## src/rtl/dma_chan_pkg.sv

```systemverilog
`timescale 1ns/1ps
package dma_chan_pkg;
   typedef enum logic [2:0] {
      MODE_SW_BLOCK  = 3'd0,
      MODE_SW_BURST  = 3'd1,
      MODE_HW_DEMAND = 3'd2,
      MODE_HW_BLOCK  = 3'd3,
      MODE_HW_BURST  = 3'd4
   } mode_e;

   typedef enum logic [1:0] {
      END_NONE = 2'd0,
      END_OK   = 2'd1,
      END_ERR  = 2'd2,
      END_STOP = 2'd3
   } end_e;

   typedef enum logic [2:0] {
      ST_IDLE, ST_WAIT, ST_READ, ST_WRITE, ST_GAP
   } state_e;

   function automatic logic mode_ok(input logic [2:0] m);
      return m <= 3'd4;
   endfunction

   function automatic logic mode_hw(input logic [2:0] m);
      return (m >= 3'd2) && (m <= 3'd4);
   endfunction
endpackage

```

## src/rtl/dma_chan_addr.sv

```systemverilog
`timescale 1ns/1ps
module dma_chan_addr #(
   parameter int AW = 32
) (
   input  logic          clk,
   input  logic          rst_n,
   input  logic          load,
   input  logic [AW-1:0] load_val,
   input  logic          adv,
   input  logic          fixed,
   input  logic [1:0]    width,
   output logic [AW-1:0] addr
);
   localparam int STEP_W = 3;
   logic [STEP_W-1:0] step;

   always_comb begin
      if (fixed) step = '0;
      else begin
         case (width)
            2'd0:    step = 3'd1;
            2'd1:    step = 3'd2;
            default: step = 3'd4;
         endcase
      end
   end

   always_ff @(posedge clk or negedge rst_n) begin
      if (!rst_n)    addr <= '0;
      else if (load) addr <= load_val;
      else if (adv)  addr <= addr + AW'(step);
   end


   fixed_addr_chk: assert property (@(posedge clk) disable iff (!rst_n)
      (adv && fixed && !load) |=> $stable(addr));

   moving_addr_chk: assert property (@(posedge clk) disable iff (!rst_n)
      (adv && !fixed && !load) |=> (addr != $past(addr)));
endmodule

```

## src/rtl/dma_chan_count.sv

```systemverilog
`timescale 1ns/1ps
module dma_chan_count #(
   parameter int BLK_W  = 4,
   parameter int XFER_W = 16
) (
   input  logic              clk,
   input  logic              rst_n,
   input  logic              load,
   input  logic [BLK_W-1:0]  blk_init,
   input  logic [XFER_W-1:0] xfer_init,
   input  logic              adv,
   output logic              blk_last,
   output logic              job_last
);
   logic [BLK_W-1:0]  blk_left, blk_top;
   logic [XFER_W-1:0] xfer_left;

   always_ff @(posedge clk or negedge rst_n) begin
      if (!rst_n) begin
         blk_left  <= '0;
         blk_top   <= '0;
         xfer_left <= '0;
      end else if (load) begin
         blk_left  <= blk_init;
         blk_top   <= blk_init;
         xfer_left <= xfer_init;
      end else if (adv) begin
         if (blk_left == '0) begin
            blk_left <= blk_top;
            if (xfer_left != '0) xfer_left <= xfer_left - XFER_W'(1);
         end else begin
            blk_left <= blk_left - BLK_W'(1);
         end
      end
   end

   assign blk_last = (blk_left == '0);
   assign job_last = blk_last && (xfer_left == '0);


   xfer_step_chk: assert property (@(posedge clk) disable iff (!rst_n)
      (adv && !load && blk_last && !job_last) |=> (xfer_left == $past(xfer_left) - XFER_W'(1)));

   xfer_hold_chk: assert property (@(posedge clk) disable iff (!rst_n)
      (adv && !load && !blk_last) |=> $stable(xfer_left));
endmodule

```

## src/rtl/dma_chan_engine.sv

```systemverilog
`timescale 1ns/1ps
module dma_chan_engine
   import dma_chan_pkg::*;
#(
   parameter int AW     = 32,
   parameter int DW     = 32,
   parameter int BLK_W  = 4,
   parameter int XFER_W = 16
) (
   input  logic              clk,
   input  logic              rst_n,
   input  logic [AW-1:0]     cfg_src_addr,
   input  logic [AW-1:0]     cfg_dst_addr,
   input  logic [1:0]        cfg_width,
   input  logic              cfg_src_fixed,
   input  logic              cfg_dst_fixed,
   input  logic [BLK_W-1:0]  cfg_blocks,
   input  logic [XFER_W-1:0] cfg_xfers,
   input  logic [2:0]        cfg_mode,
   input  logic              cfg_reload,
   input  logic              cfg_ok_irq_en,
   input  logic              cfg_err_irq_en,
   input  logic              ctl_start,
   input  logic              ctl_stop,
   input  logic              ctl_pause,
   input  logic              per_req,
   output logic              per_ack,
   output logic              mem_req,
   output logic              mem_we,
   output logic [AW-1:0]     mem_addr,
   output logic [1:0]        mem_size,
   output logic [DW-1:0]     mem_wdata,
   input  logic [DW-1:0]     mem_rdata,
   input  logic              mem_ack,
   input  logic              mem_err,
   output logic              busy,
   output logic [1:0]        done_code,
   output logic              irq
);
   localparam int N_PTR = 2;

   if (DW != 32) begin : g_dw_bad
      $error("dma_chan_engine: DW must be 32 for word beats");
   end
   if (AW < 8) begin : g_aw_bad
      $error("dma_chan_engine: AW too small");
   end
   if (BLK_W < 1 || BLK_W > 8 || XFER_W < 1 || XFER_W > 24) begin : g_cnt_bad
      $error("dma_chan_engine: count widths out of range");
   end

   state_e        st;
   end_e          done_q;
   logic [2:0]    mode_q;
   logic [1:0]    width_q;
   logic          sfix_q, dfix_q, reload_q, ok_en_q, err_en_q;
   logic          addr_valid, rd_issued, stop_pend, irq_q, ack_q;
   logic [DW-1:0] data_q;
   logic          blk_last, job_last;
   logic [AW-1:0] ptr [N_PTR];

   logic start_ok, start_bad, stop_now, rd_go, rd_ack, wr_ack;
   logic bus_err, wr_done, stop_at, fin_ok, finish, hold_after;

   assign start_ok  = (st == ST_IDLE) && ctl_start && mode_ok(cfg_mode);
   assign start_bad = (st == ST_IDLE) && ctl_start && !mode_ok(cfg_mode);
   assign stop_now  = stop_pend || ctl_stop;
   assign rd_go     = rd_issued || (!ctl_pause && !stop_now);
   assign mem_req   = (st == ST_WRITE) || ((st == ST_READ) && rd_go);
   assign rd_ack    = (st == ST_READ) && mem_req && mem_ack;
   assign wr_ack    = (st == ST_WRITE) && mem_ack;
   assign bus_err   = (rd_ack || wr_ack) && mem_err;
   assign wr_done   = wr_ack && !mem_err;
   assign fin_ok    = wr_done && job_last;
   assign stop_at   = stop_now && ((st == ST_WAIT) || (st == ST_GAP) ||
                      ((st == ST_READ) && !rd_issued) || (wr_done && !job_last));
   assign finish    = fin_ok || bus_err || stop_at;
   assign hold_after = (mode_q == MODE_HW_DEMAND) || (blk_last && (mode_q == MODE_HW_BLOCK));

   for (genvar g = 0; g < N_PTR; g++) begin : g_ptr
      dma_chan_addr #(.AW(AW)) u_addr (
         .clk      (clk),
         .rst_n    (rst_n),
         .load     (start_ok && !addr_valid),
         .load_val ((g == 0) ? cfg_src_addr : cfg_dst_addr),
         .adv      (wr_done),
         .fixed    ((g == 0) ? sfix_q : dfix_q),
         .width    (width_q),
         .addr     (ptr[g])
      );
   end

   dma_chan_count #(.BLK_W(BLK_W), .XFER_W(XFER_W)) u_count (
      .clk       (clk),
      .rst_n     (rst_n),
      .load      (start_ok),
      .blk_init  (cfg_blocks),
      .xfer_init (cfg_xfers),
      .adv       (wr_done),
      .blk_last  (blk_last),
      .job_last  (job_last)
   );

   always_ff @(posedge clk or negedge rst_n) begin
      if (!rst_n) begin
         st <= ST_IDLE;       done_q <= END_NONE;
         mode_q <= '0;        width_q <= '0;
         sfix_q <= 1'b0;      dfix_q <= 1'b0;     reload_q <= 1'b0;
         ok_en_q <= 1'b0;     err_en_q <= 1'b0;   addr_valid <= 1'b0;
         rd_issued <= 1'b0;   stop_pend <= 1'b0;  data_q <= '0;
         irq_q <= 1'b0;       ack_q <= 1'b0;
      end else begin
         irq_q <= 1'b0;
         ack_q <= 1'b0;
         if (st != ST_IDLE && ctl_stop) stop_pend <= 1'b1;
         if (finish) begin
            st        <= ST_IDLE;
            stop_pend <= 1'b0;
            rd_issued <= 1'b0;
            done_q    <= bus_err ? END_ERR : (fin_ok ? END_OK : END_STOP);
            irq_q     <= fin_ok ? ok_en_q : err_en_q;
            ack_q     <= fin_ok && mode_hw(mode_q);
            if (reload_q) addr_valid <= 1'b0;
         end else begin
            case (st)
               ST_IDLE: begin
                  if (start_ok) begin
                     mode_q   <= cfg_mode;       width_q  <= cfg_width;
                     sfix_q   <= cfg_src_fixed;  dfix_q   <= cfg_dst_fixed;
                     reload_q <= cfg_reload;     ok_en_q  <= cfg_ok_irq_en;
                     err_en_q <= cfg_err_irq_en; done_q   <= END_NONE;
                     addr_valid <= 1'b1;
                     st <= mode_hw(cfg_mode) ? ST_WAIT : ST_READ;
                  end else if (start_bad) begin
                     done_q <= END_ERR;
                     irq_q  <= cfg_err_irq_en;
                  end
               end
               ST_WAIT: if (per_req && !ctl_pause) st <= ST_READ;
               ST_GAP:  if (!ctl_pause) st <= ST_READ;
               ST_READ: begin
                  if (rd_ack) begin
                     data_q    <= mem_rdata;
                     rd_issued <= 1'b0;
                     st        <= ST_WRITE;
                  end else if (mem_req) begin
                     rd_issued <= 1'b1;
                  end
               end
               ST_WRITE: begin
                  if (wr_done) begin
                     if (hold_after) begin
                        ack_q <= 1'b1;
                        st    <= ST_WAIT;
                     end else if (blk_last && (mode_q == MODE_SW_BLOCK)) begin
                        st <= ST_GAP;
                     end else begin
                        st <= ST_READ;
                     end
                  end
               end
               default: st <= ST_IDLE;
            endcase
         end
      end
   end

   assign mem_we    = (st == ST_WRITE);
   assign mem_addr  = (st == ST_WRITE) ? ptr[1] : ptr[0];
   assign mem_size  = width_q;
   assign mem_wdata = data_q;
   assign busy      = (st != ST_IDLE);
   assign done_code = done_q;
   assign irq       = irq_q;
   assign per_ack   = ack_q;


   req_hold_chk: assert property (@(posedge clk) disable iff (!rst_n)
      (mem_req && !mem_ack) |=> (mem_req && $stable(mem_addr) && $stable(mem_we)));

   ack_hw_only_chk: assert property (@(posedge clk) disable iff (!rst_n)
      per_ack |-> (mode_q >= 3'd2));

   pause_hold_chk: assert property (@(posedge clk) disable iff (!rst_n)
      (ctl_pause && !mem_req) |=> (!mem_req || !ctl_pause));

   err_end_chk: assert property (@(posedge clk) disable iff (!rst_n)
      (mem_req && mem_ack && mem_err) |=> (!busy && done_code == END_ERR));

   irq_cause_chk: assert property (@(posedge clk) disable iff (!rst_n)
      irq |-> (done_code != END_NONE));

   hw_wait_chk: assert property (@(posedge clk) disable iff (!rst_n)
      (st == ST_WAIT && !per_req) |=> !mem_req);
endmodule

```

## config.mk

```make
export PLATFORM = sky130hd
export DESIGN_NAME = dma_chan_engine
export DESIGN_NICKNAME = d
export VERILOG_FILES = /design/src/rtl/dma_chan_pkg.sv /design/src/rtl/dma_chan_addr.sv /design/src/rtl/dma_chan_count.sv /design/src/rtl/dma_chan_engine.sv
export SDC_FILE = /design/constraint.sdc
export NUM_CORES = 1
export LEC_CHECK = 0
export ABC_AREA = 1
export BUFFER_PORTS_ARGS = -buffer_cell sky130_fd_sc_hd__buf_2
export CAP_MARGIN = 20
export CELL_PAD_IN_SITES_DETAIL_PLACEMENT = 0
export CELL_PAD_IN_SITES_GLOBAL_PLACEMENT = 2
export CORE_ASPECT_RATIO = 2
export CORE_MARGIN = 2
export CORE_UTILIZATION = 33
export CTS_BUF_LIST = sky130_fd_sc_hd__clkbuf_4
export DETAILED_ROUTE_END_ITERATION = 12
export MAX_ROUTING_LAYER = met4
export PLACE_DENSITY = 0.91
export SLEW_MARGIN = 30
export SYNTH_ARGS = -nofsm -noshare
export SYNTH_HDL_FRONTEND = slang
export SYNTH_SLANG_ARGS = --single-unit
export TNS_END_PERCENT = 100
```

## constraint.sdc

```tcl
create_clock -name clk -period 4.6 [get_ports clk]
set_input_delay 0.23 -clock clk [delete_from_list [all_inputs] [get_ports clk]]
set_output_delay 0.23 -clock clk [all_outputs]
set_load 0.02 [all_outputs]
```

# After elaboration in Yosys (flattened, before gate mapping)
# Cells that the tools add are included.
[op_classes]
addsub = 4
order_cmp = 4
n_eq_ne = 13
mux = 50
n_bitwise = 1
n_reduce_logical = 64
[ops]
columns = ["cell", "count"]
rows = [
  ["two-way mux 32 bit", 5],
  ["adder 32 x 3 -> 32 bit", 2],
  ["two-way mux 16 bit", 4],
  ["two-way mux 3 bit", 10],
  ["logical AND 1 bit", 23],
  ["two-way mux 1 bit", 19],
  ["logical NOT 16 bit", 1],
  ["nonzero test 16 bit", 1],
  ["nonzero test 2 bit", 8],
  ["subtractor 16 x 1 -> 16 bit (second input constant)", 1],
  ["one-hot mux 3 bit (5 select lines)", 1],
  ["two-way mux 2 bit", 7],
  ["equality test 3 x 2 -> 1 bit (second input constant)", 4],
  ["two-way mux 4 bit", 3],
  ["AND reduction 3 bit", 4],
  ["logical OR 1 bit", 10],
  ["inequality test 3 bit (second input constant)", 3],
  ["nonzero test 3 bit", 3],
  ["logical NOT 1 bit", 7],
  [">= comparator 3 x 2 -> 1 bit (second input constant)", 2],
  ["less-or-equal comparator 3 bit (second input constant)", 2],
  ["logical NOT 3 bit", 2],
  ["one-hot mux 3 bit (2 select lines)", 1],
  ["AND reduction 5 bit", 1],
  ["other kinds (11)", 12],
]
[word_totals]
reg_bits = 140
inputBits = 134
output_inout_bits = 73
wordCells = 156

# Longest topological paths before layout
# Gate-level depths: netlist of run 1.
[depth]
word_depth = 14
ltp_mapped = 16

# Cells and area by module
# A second synthesis of run 1 with hierarchy kept.
[unflattened]
hier_cells = 1334
hier_area_um2 = 9175.0
[by_module_without_submodules]
columns = ["mod", "n_inst", "cells_per_inst", "area_each_um2", "seq_area_each_um2"]
rows = [
  ["dma_chan_engine", 1, 400, 2825.2, 1301.2],
  ["dma_chan_addr (g_ptr[0].u_addr)", 1, 347, 2362.3, 800.8],
  ["dma_chan_addr (g_ptr[1].u_addr)", 1, 342, 2354.8, 800.8],
  ["dma_chan_count", 1, 245, 1632.8, 600.6],
]

# Worst setup path before layout of run 1
# Ideal clock, no wire load.
[synth_timing]
path_type = "register to register"
start = "register width_q[1], in the netlist mem_size[1]"
end = "register g_ptr[1].u_addr.addr[18]"
setup_time_ns = 0.124
arrival_time_ns = 2.189
required_time_ns = 4.476
slack_ns = 2.287
stages_incl_launch_ff = 11
cell_sequence = "dfrtp_1 > nor3_1 > ha_1 > inv_1 > fa_1 > o21ai_0 > nand2_1 > nor2_1 > nand4_1 > a21oi_1 > o21bai_1"
[synth_via]
elab_chain_cells = 6
[synth_rtl]
columns = ["element", "line_no", "rtl"]
rows = [
  ["start, declared", "dma_chan_engine.sv:55", "logic [1:0] width_q;"],
  ["start signal, assigned", "dma_chan_engine.sv:128", "mode_q <= cfg_mode; width_q <= cfg_width;"],
  ["equality test 2 x 1 -> 1 bit / logical NOT 2 bit (equally long branches)", "dma_chan_addr.sv:20", "case (width)"],
  ["one-hot mux 3 bit (2 select lines) (*)", "dma_chan_addr.sv:20", ""],
  ["two-way mux 3 bit (*)", "dma_chan_addr.sv:18", "if (fixed) step = '0;"],
  ["adder 32 x 3 -> 32 bit (*)", "dma_chan_addr.sv:31", "else if (adv) addr <= addr + AW'(step);"],
  ["two-way mux 32 bit (*)", "dma_chan_addr.sv:31", ""],
  ["two-way mux 32 bit (*)", "dma_chan_addr.sv:30", "else if (load) addr <= load_val;"],
  ["end signal, assigned", "dma_chan_addr.sv:30", ""],
  ["end signal, assigned", "dma_chan_addr.sv:31", ""],
  ["end, declared", "dma_chan_addr.sv:12", "output logic [AW-1:0] addr"],
]
# Every way passes the cells marked *; elsewhere a longest branch is shown, timed or not. The select of a mux whose other input is x is not followed.
# A chain may end at the register's enable or synchronous reset.

# Worst setup path after layout of run 1
[layout_timing]
start = "register st[0]"
end = "register g_ptr[1].u_addr.addr[7]"
[layout_via]
elab_chain_cells = 5
[layout_rtl]
columns = ["element", "line_no", "rtl"]
rows = [
  ["start, declared", "dma_chan_engine.sv:52", "state_e st;"],
  ["start signal, assigned", "dma_chan_engine.sv:133", "st <= mode_hw(cfg_mode) ? ST_WAIT : ST_READ;"],
  ["logical NOT 3 bit", "dma_chan_engine.sv:65", "assign start_ok = (st == ST_IDLE) && ctl_start && mode_ok(cfg_mode);"],
  ["logical AND 1 bit (2 in series)", "dma_chan_engine.sv:65", ""],
  ["logical AND 1 bit", "dma_chan_engine.sv:84", ".load (start_ok && !addr_valid),"],
  ["two-way mux 32 bit / nonzero test 2 bit (equally long branches)", "n/a", ""],
]
# Parallel ways exist; a longest one is shown, timed or not.

==> run summary, run 1 <==
Max-Cap Viols: 0
Clock latency on the worst-skew pair: 0.63 ns
H-tree Lvls: 4
DRT iter0 DRCs: 562
Hold_buf cts: 131
Crit path DAT: 3.90 ns
Post-DP HPWL: 26000 um
Die X: 122 um
Final #Nets: 1811
Largest family of logic cells by synthesized area: simple AND/OR/NAND/NOR gates
Asr flop ratio synth: 100%
CTS Buffer Depth: 2
Reg-to-Reg Start: st[0]$_DFFE_PN0P_
Adder-cell share of the synthesized area: 1.67%
Clock-pin slew on the worst setup and hold paths: 0.12 ns
Final Hold Vio Count: 0
Routed len/inst: 17.4 um
Dpl cells: 1868
Crit path required time: 5.12 ns
Proportion of layout cells with a drive suffix above 1: 16.7%
Total CTS buffers: 17
Simple-gate area share of the yosys netlist: 38.4%
CTS tree: built
Global Route Usage Sum: 25.0%
Avg Cell Area, Syn: 6.77 um2
Vias: 10200
Critical path class: reg2reg
First-pass GRT wire length: 54000 um
PD cells: 550 nW/um2
Compound-cell area share of the yosys netlist: 11.9%
Placed inst area: 10400 um2
Worst reg2reg endpoint: g_ptr[1].u_addr.addr[7]$_DFFE_PN0P_
Post-CTS Setup Bufs: 0
Post-DR vias/cell: 5.02
# DRC: 0
IO Pins: 207
Number of synthesis warnings: 0
Setup tns final: 0 ns
Peak VDD IR: 0.298 mV
Min cycle time layout: 3.38 ns
Largest net degree at the start of global routing: 71
Pre-CTS WS: 1.20 ns
Antenna-violating nets left: 0
F_max: 296 MHz
Hold path startpoint: cfg_dst_addr[16]
Drt total wl: 35400 um
Worst Tran Pin Value: 0.819 ns
Top cell type's share of synthesized area: 38.3%
Synth area leader: dfrtp_1
Total power: 6620 uW
Class of the worst hold path: in2reg
Final worst slack: 1.22 ns
Prevailing post-synth register cell: dfrtp_1
Reg2Reg Depth: 9
Synth cell types: 41
Finish-stage setup viols: 0
Critical Path End: g_ptr[1].u_addr.addr[7]$_DFFE_PN0P_
EDFF count, synth: 0
Top post-synthesis cells by area: dfrtp_1, nand2_1, o21ai_0
Vias in the first global route: 10300
FP Rows: 86
RSZ-0062 raised after global routing: false
Status: complete, no violations
Post_cts resized: 0
Mapped cell area: 9160 um2
Initial antenna violation count: 1
Final count of pins violating max slew: 0
Grt total ovfl: 0
Clock sinks: 140
Mapped Cells: 1353
Commonest non-fill, non-tap cells in the layout: nand2_1, buf_2, dfrtp_1
Routability Congestion: 0.919
DR pass1 iterations: 7
Commonest non-fill, non-tap cell in the layout: nand2_1
Buffers on Ports: 206
CP Launch Point: st[0]$_DFFE_PN0P_
Post-route cell area: 12000 um2
Mapped Nets: 1498
Reg2Reg Setup Slack: 1.22 ns
Seq cells post-synth: 140
Startpoint Class: flop
Die footprint: 29200 um2
Root Driver: clkbuf_4
Worst Setup End Kind: flop
Area delta synth->final: 31.6%
Core area: 27400 um2
Starting Density: 33.4%
Slew HR: 45.3%
Die Y: 240 um
Post-synthesis sequential area ratio: 38.3%
Skew final: 0.0165 ns
Synth Area in XOR/XNOR: 1.15%
Period utilization: 73.5%
Finished Layout Cells: 2031
Critical path peak fanout: 48
Pleak: 0.00593 uW
Multiplexer share of the synthesized area: 0%
## power breakdown
group	leakage (uW)	switching, uW	internal [uW]
combinational	0.00404	2240	1100
clock	0.000152	509	381
sequential	0.00174	606	1780
total	0.00593	3350	3270
## layout make-up
class,instances,area [um2]
inverter,137,514
tap,352,440
antenna,1,2.50
timing repair buffer,348,2430
clock inverter,12,149
fill,2915,15400
sequential,140,3500
multi-input combinational,1022,4860
clock buffer,19,143
## cells in the mapped netlist, drive strengths merged, types with 5 or more instances
cell type,instances
ha,9
buf,31
inv,137
o211ai,18
clkbuf,23
or2,15
a211oi,5
dfrtp,140
o22ai,10
o21bai,5
nand4,50
nor3,41
nand3,115
nor2,140
a21oi,28
xor2,12
o21ai,121
nand2,439
## how the worst min path moves through the flow
stage,end,slack (ns),cells after the start
finish,g_ptr[1].u_addr.addr[16]$_DFFE_PN0P_,0.02,4
CTS,g_ptr[1].u_addr.addr[16]$_DFFE_PN0P_,0.002,4
detailed placement,g_ptr[1].u_addr.addr[25]$_DFFE_PN0P_,0.23,1
global route,g_ptr[1].u_addr.addr[16]$_DFFE_PN0P_,0.03,4
floorplan,addr_valid$_DFFE_PN0P_,-0.07,0
global placement,g_ptr[1].u_addr.addr[25]$_DFFE_PN0P_,0.24,1
## worst max-delay path, cell delays in order, from the launching register on
cell	delay (ns)
dfrtp_1	0.51
nor3_2	0.28
nand2_2	0.15
nor2_4	0.10
buf_4	0.36
nand2_4	0.38
nand2_2	0.68
inv_2	0.44
nor3_1	0.27
nor2_1	0.06
## kinds of logic (layout without fill, tap and decap cells)
| logic type | after synthesis | count (layout) |
|---|---|---|
| buffers and inverters | 191 | 516 |
| and+or+nand+nor | 803 | 803 |
| adders and majority gates | 11 | 11 |
| xor gates and xnor gates | 12 | 12 |
| DFF | 140 | 140 |
| AOI/OAI and AO/OA | 196 | 196 |
| other | 0 | 1 |
## flip-flops by register name (all words and copies together), names as in the netlist, 2 cells and up
name	count
u_count.xfer_left	16
u_count.blk_left	4
mode_q	3
mem_size	2
st	3
done_code	2
mem_wdata	32
g_ptr.u_addr.addr	64
u_count.blk_top	4
## routing by layer
layer / part of all wire, % / track usage (%)
met5: 0 / -
met4: 5.8 / 15.0
met3: 3.7 / 2.83
met2: 55 / 46.3
met1: 36 / 24.6
## metrics by stage
step                      utilization (%)  hold WS [ns]
after floorplan                         -       -0.0656
after global placement               38.0         0.236
after detailed placement             38.0         0.229
after CTS                            43.9       0.00163
after global routing                 43.9        0.0312
final                                43.9        0.0180
No activity file was read; power rests on OpenSTA's default activity.
==> inputs of run 2 (changes only) <==
--- a/config.mk
+++ b/config.mk
@@ -12,11 +12,11 @@
 export CELL_PAD_IN_SITES_GLOBAL_PLACEMENT = 2
 export CORE_ASPECT_RATIO = 2
 export CORE_MARGIN = 2
-export CORE_UTILIZATION = 33
+export CORE_UTILIZATION = 30
 export CTS_BUF_LIST = sky130_fd_sc_hd__clkbuf_4
 export DETAILED_ROUTE_END_ITERATION = 12
 export MAX_ROUTING_LAYER = met4
-export PLACE_DENSITY = 0.91
+export PLACE_DENSITY = 0.84
 export SLEW_MARGIN = 30
 export SYNTH_ARGS = -nofsm -noshare
 export SYNTH_HDL_FRONTEND = slang
==> constraint.sdc (replaced) <==
create_clock -name clk -period 3.3 [get_ports clk]
set_input_delay 0.165 -clock clk [delete_from_list [all_inputs] [get_ports clk]]
set_output_delay 0.165 -clock clk [all_outputs]
set_load 0.02 [all_outputs]
==> run summary, run 2 (synthesis gave the netlist of run 1 again) <==
Clock-pin slew on the worst setup and hold paths: 0.16 ns
Grt total ovfl: 0
Post-DR vias/cell: 4.92
CTS Buffer Depth: 2
Finished Layout Cells: 2063
Commonest non-fill, non-tap cell in the layout: nand2_1
Global Route Usage Sum: 23.5%
Vias: 10200
# DRC: 0
Skew final: 0.0376 ns
Proportion of layout cells with a drive suffix above 1: 17.0%
Startpoint Class: flop
First-pass GRT wire length: 55900 um
Period utilization: 91.7%
RSZ-0062 raised after global routing: false
Status: complete, no violations
Final #Nets: 1826
Hold_buf cts: 140
Critical path's top delay family: buffers and inverters
Setup tns final: 0 ns
Largest reg by FF count: g_ptr.u_addr.addr
Slew HR: 57.9%
Vias in the first global route: 10300
FP Rows: 90
Antenna-violating nets left: 0
Crit path required time: 3.82 ns
IO Pins: 207
Crit path top cell by count: nand2_1
Drt total wl: 36200 um
Peak VDD IR: 0.372 mV
Core area: 30100 um2
PD cells: 770 nW/um2
Die X: 128 um
DRT iter0 DRCs: 597
Final count of pins violating max slew: 0
Die Y: 251 um
Total CTS buffers: 17
Area delta synth->final: 34.2%
Commonest non-fill, non-tap cells in the layout: nand2_1, buf_2, dfrtp_1, dlygate4sd3_1
Dpl cells: 1890
Root Driver: clkbuf_4
Post-DP HPWL: 27100 um
Critical path class: reg2reg
Final worst slack: 0.273 ns
H-tree Lvls: 4
Max-Cap Viols: 0
WP buf/inv: 4
Initial antenna violation count: 1
CTS tree: built
Cell breakdown of the critical path: inv_2 > nand3_4 > nor2_4 > buf_4 > nand2_1 > nand2_1 > nand2_2 > buf_4 > nand4_1 > dlygate4sd3_1 > nand2_1
Class of the worst hold path: in2async
Worst Setup End Kind: flop
CP max stage cell: dlygate4sd3_1
Min cycle time layout: 3.03 ns
Starting Density: 30.5%
Delay of the slowest critical-path stage: 0.58 ns
Flip-flop count of the largest register after layout: 64
Clock sinks: 140
Post-CTS Setup Bufs: 0
Critical path peak fanout: 21
Final Hold Vio Count: 0
Pleak: 0.00601 uW
DR pass1 iterations: 5
Die footprint: 32000 um2
Clock latency on the worst-skew pair: 0.64 ns
Buffers on Ports: 206
Worst Tran Pin Value: 0.625 ns
Crit path DAT: 3.54 ns
Pre-CTS WS: 0.514 ns
Post_cts resized: 0
F_max: 330 MHz
Routability Congestion: 0.907
Largest net degree at the start of global routing: 70
Finish-stage setup viols: 0
Routed len/inst: 17.6 um
## run 2: layer usage
layer	global-route usage (%)	vias up	wire, um
met5	-	-	0
met4	13.2	0	2000
met3	2.58	87	1110
met2	43.9	287	20000
met1	23.0	4696	13100
li1	-	5090	-
## run 2: layout make-up
type                            count  area, um2
Fill cell                        3236      17800
Clock buffer                       18        135
Timing Repair Buffer              363       2590
Inverter                          137        514
Clock inverter                     14        218
Antenna cell                        1       2.50
Tap cell                          368        460
Multi-Input combinational cell   1022       4860
Sequential cell                   140       3500
## run 2: power breakdown
| group | total (uW) | internal [uW] | switching, uW | leakage (uW) |
|---|---|---|---|---|
| logic | 4720 | 1570 | 3140 | 0.00409 |
| registers | 3320 | 2480 | 836 | 0.00174 |
| clock network | 1430 | 687 | 744 | 0.000179 |
## run 2: metrics by stage
stage | cell area [um2] | hold slack (ns) | utilization, % | total power, uW
floorplan | 9160 | -0.131 | - | 6210
global placement | 10500 | 0.198 | 35.0 | 7930
detailed placement | 10500 | 0.187 | 35.0 | 7960
CTS | 12300 | 0.0340 | 40.9 | 9560
global route | 12300 | 0.0985 | 40.9 | 10200
finish | 12300 | 0.0640 | 40.9 | 9460
## run 2: path summary, 6_finish.rpt
| kind | from | end | slack, ns | cells past startpoint |
|---|---|---|---|---|
| max in group asynchronous | rst_n | u_count.xfer_left[9]$_DFFE_PN0P_ | 2.39 | 3 |
| hold / removal | rst_n | g_ptr[1].u_addr.addr[30]$_DFFE_PN0P_ | 0.06 | 2 |
| min in group clk | per_req | st[1]$_DFFE_PN0P_ | 0.13 | 9 |
| hold reg to reg | mem_wdata[8]$_DFFE_PN0P_ | mem_wdata[8]$_DFFE_PN0P_ | 0.48 | 2 |
| setup reg to reg | st[2]$_DFFE_PN0P_ | mem_wdata[5]$_DFFE_PN0P_ | 0.27 | 11 |
| setup / recovery | st[2]$_DFFE_PN0P_ | mem_wdata[5]$_DFFE_PN0P_ | 0.27 | 11 |
## run 2: worst reg2reg max path: stages, from the launching register on
cell and delay, ns:
dfrtp_1 0.48, inv_2 0.14, nand3_4 0.09, nor2_4 0.36, buf_4 0.31, nand2_1 0.12, nand2_1 0.09, nand2_2 0.27
buf_4 0.33, nand4_1 0.10, dlygate4sd3_1 0.58, nand2_1 0.07
==> inputs of run 3 (changes only) <==
--- a/config.mk
+++ b/config.mk
@@ -12,13 +12,14 @@
 export CELL_PAD_IN_SITES_GLOBAL_PLACEMENT = 2
 export CORE_ASPECT_RATIO = 2
 export CORE_MARGIN = 2
-export CORE_UTILIZATION = 30
+export CORE_UTILIZATION = 33
 export CTS_BUF_LIST = sky130_fd_sc_hd__clkbuf_4
 export DETAILED_ROUTE_END_ITERATION = 12
 export MAX_ROUTING_LAYER = met4
-export PLACE_DENSITY = 0.84
+export PLACE_DENSITY = 0.9
 export SLEW_MARGIN = 30
 export SYNTH_ARGS = -nofsm -noshare
 export SYNTH_HDL_FRONTEND = slang
+export SYNTH_HIERARCHICAL = 1
 export SYNTH_SLANG_ARGS = --single-unit
 export TNS_END_PERCENT = 100
==> constraint.sdc (replaced) <==
create_clock -name clk -period 3.6 [get_ports clk]
set_input_delay 0.18 -clock clk [delete_from_list [all_inputs] [get_ports clk]]
set_output_delay 0.18 -clock clk [all_outputs]
set_load 0.02 [all_outputs]
==> run summary, run 3 <==
Status: complete, no violations
Final Hold Vio Count: 0
Worst Setup End Kind: flop
FP Rows: 86
Post-DP HPWL: 24300 um
Routed len/inst: 16.3 um
Skew final: 0.0217 ns
Number of synthesis warnings: 6
Commonest non-fill, non-tap cells in the layout: nand2_1, buf_2, dfrtp_1
Seq cells post-synth: 140
Finish-stage setup viols: 0
Core area: 27400 um2
Worst Tran Pin Value: 0.967 ns
Largest net degree at the start of global routing: 81
Post-CTS Setup Bufs: 0
Global Route Usage Sum: 23.5%
F_max: 359 MHz
Startpoint Class: flop
CTS Buffer Depth: 2
Largest reg by FF count: g_ptr.u_addr/addr
Starting Density: 33.4%
Pleak: 0.00599 uW
GR Layer Usage met2: 42.8%
Crit path DAT: 3.36 ns
Critical path class: reg2reg
Drt total wl: 32900 um
Total power: 8050 uW
Post-DR vias/cell: 4.92
Delay of the slowest critical-path stage: 0.50 ns
Peak VDD IR: 0.239 mV
Avg Cell Area, Syn: 6.88 um2
Proportion of layout cells with a drive suffix above 1: 18.8%
Cell breakdown of the critical path: nor2_1 > nand2_1 > nor2_2 > nand2_2 > inv_2 > inv_2 > nand2_1 > nand3_4 > inv_2 > nand2_1 > o21ai_2
Min cycle time layout: 2.79 ns
CP max stage cell: dfrtp_1
Die X: 122 um
Class of the worst hold path: in2reg
Root Driver: clkbuf_4
Buffers on Ports: 206
Prevailing post-synth register cell: dfrtp_1
Synth cell types: 40
Antenna-violating nets left: 0
Synth Area in XOR/XNOR: 2.10%
Adder-cell share of the synthesized area: 1.53%
DR pass1 iterations: 5
Mapped Nets: 1478
IO Pins: 207
Top cell type's share of synthesized area: 38.2%
Synth area leader: dfrtp_1
Mapped Cells: 1334
Largest family of logic cells by synthesized area: simple AND/OR/NAND/NOR gates
Vias in the first global route: 9914
H-tree Lvls: 4
PD cells: 667 nW/um2
Final count of pins violating max slew: 0
Simple-gate area share of the yosys netlist: 42.8%
Max-Cap Viols: 0
Clock latency on the worst-skew pair: 0.63 ns
Vias: 9950
GRT met1 Usage: 23.9%
Final #Nets: 1799
Initial antenna violation count: 3
Top post-synthesis cells by area: dfrtp_1, nand2_1, nand3_1
RSZ-0062 raised after global routing: false
Slew HR: 35.1%
Die footprint: 29200 um2
# DRC: 0
Commonest non-fill, non-tap cell in the layout: nand2_1
Flip-flop count of the largest register after layout: 64
CTS tree: built
Setup tns final: 0 ns
Grt total ovfl: 0
FILL cells: 2922
DRT iter0 DRCs: 567
Multiplexer share of the synthesized area: 0.218%
Crit path required time: 4.17 ns
Most used routing layer: met2
Period utilization: 77.5%
Routability Congestion: 0.923
Mapped cell area: 9180 um2
EDFF count, synth: 0
Post-synth top cells: nand2_1, dfrtp_1, nor2_1, nand3_1, inv_1
Compound-cell area share of the yosys netlist: 8.70%
Critical path peak fanout: 19
Post-synthesis sequential area ratio: 38.2%
Most common cell in the netlist: nand2_1
Asr flop ratio synth: 100%
Clock-pin slew on the worst setup and hold paths: 0.13 ns
First-pass GRT wire length: 51600 um
Die Y: 240 um
Clock sinks: 140
Met3 usage: 3.38%
Area delta synth->final: 31.6%
Total CTS buffers: 17
## run 3: critical path, delay by kind of cell (launching register included)
| kind | cells | cell delay, ns |
|---|---|---|
| AO/OA/AOI/OAI | 1 | 0.06 |
| flip-flops | 1 | 0.50 |
| buffers and inverters | 3 | 0.84 |
| AND/OR/NAND/NOR | 7 | 1.31 |
## run 3: kinds of logic after synthesis
family	Yosys count
simple gates	894
flops	140
compound gates	125
buf+inv	141
fa+ha+maj	10
xor+xnor	22
mux	2
## run 3: layer usage
| layer | routed length (um) | vias to the layer above | share of wire, % |
|---|---|---|---|
| li1 | - | 4970 | - |
| met1 | 12200 | 4622 | 37 |
| met2 | 17900 | 266 | 54 |
| met3 | 1170 | 92 | 3.6 |
| met4 | 1640 | 0 | 5.0 |
| met5 | 0 | - | 0 |
## run 3: cell type report
cell class	count	area [um2]	share of cell area (%)
well taps	352	440	3.65
clock buffers	18	135	1.12
repair buffers	345	2430	20.1
flip-flops and latches	140	3500	29.0
diodes	3	7.51	0.0622
multi-input cells	1053	5090	42.2
clock inverters	14	95.1	0.788
inverters	98	368	3.05
## run 3: repair_timing
item,in CTS,in global routing
endpoints found under the setup margin,0,0
hold endpoints to repair,212,0
resized for setup,0,0
hold buffers,130,0
## run 3: worst paths after layout
path / endpoint / depth (start not counted) / startpoint / slack, ns
max in group asynchronous: mem_wdata[20]$_DFFE_PN0P_ / 3 / rst_n / 2.65
worst min-delay path: rd_issued$_DFFE_PN0P_ / 6 / ctl_pause / 0.06
worst max-delay path: u_count/xfer_left[1]$_DFFE_PN0P_ / 11 / st[0]$_DFFE_PN0P_ / 0.81
min in group asynchronous: u_count/xfer_left[15]$_DFFE_PN0P_ / 2 / rst_n / 0.13
worst min register to register: addr_valid$_DFFE_PN0P_ / 1 / reload_q$_DFFE_PN0P_ / 0.46
worst max register to register: u_count/xfer_left[1]$_DFFE_PN0P_ / 11 / st[0]$_DFFE_PN0P_ / 0.81
## run 3: per-stage QoR
stage | setup WS (ns) | hold WS (ns) | cells | utilization, % | cell area (um2)
2_1_floorplan | 1.24 | -0.116 | 1334 | - | 9180
3_3_place_gp | 0.899 | 0.291 | 1858 | 38.4 | 10500
3_5_place_dp | 0.772 | 0.303 | 1858 | 38.4 | 10500
4_1_cts | 0.746 | 0.00392 | 2020 | 44.0 | 12100
5_1_grt | 0.489 | 0.0225 | 2023 | 44.0 | 12100
6_report | 0.811 | 0.0630 | 2023 | 44.0 | 12100
## run 3: where the power goes
part           internal (uW)  switching (uW)  leakage [uW]  total [uW]
Clock                    275             661      0.000106         936
Combinational           1440            2590       0.00411        4030
Sequential              2230             866       0.00178        3090
Total                   3940            4110       0.00599        8050
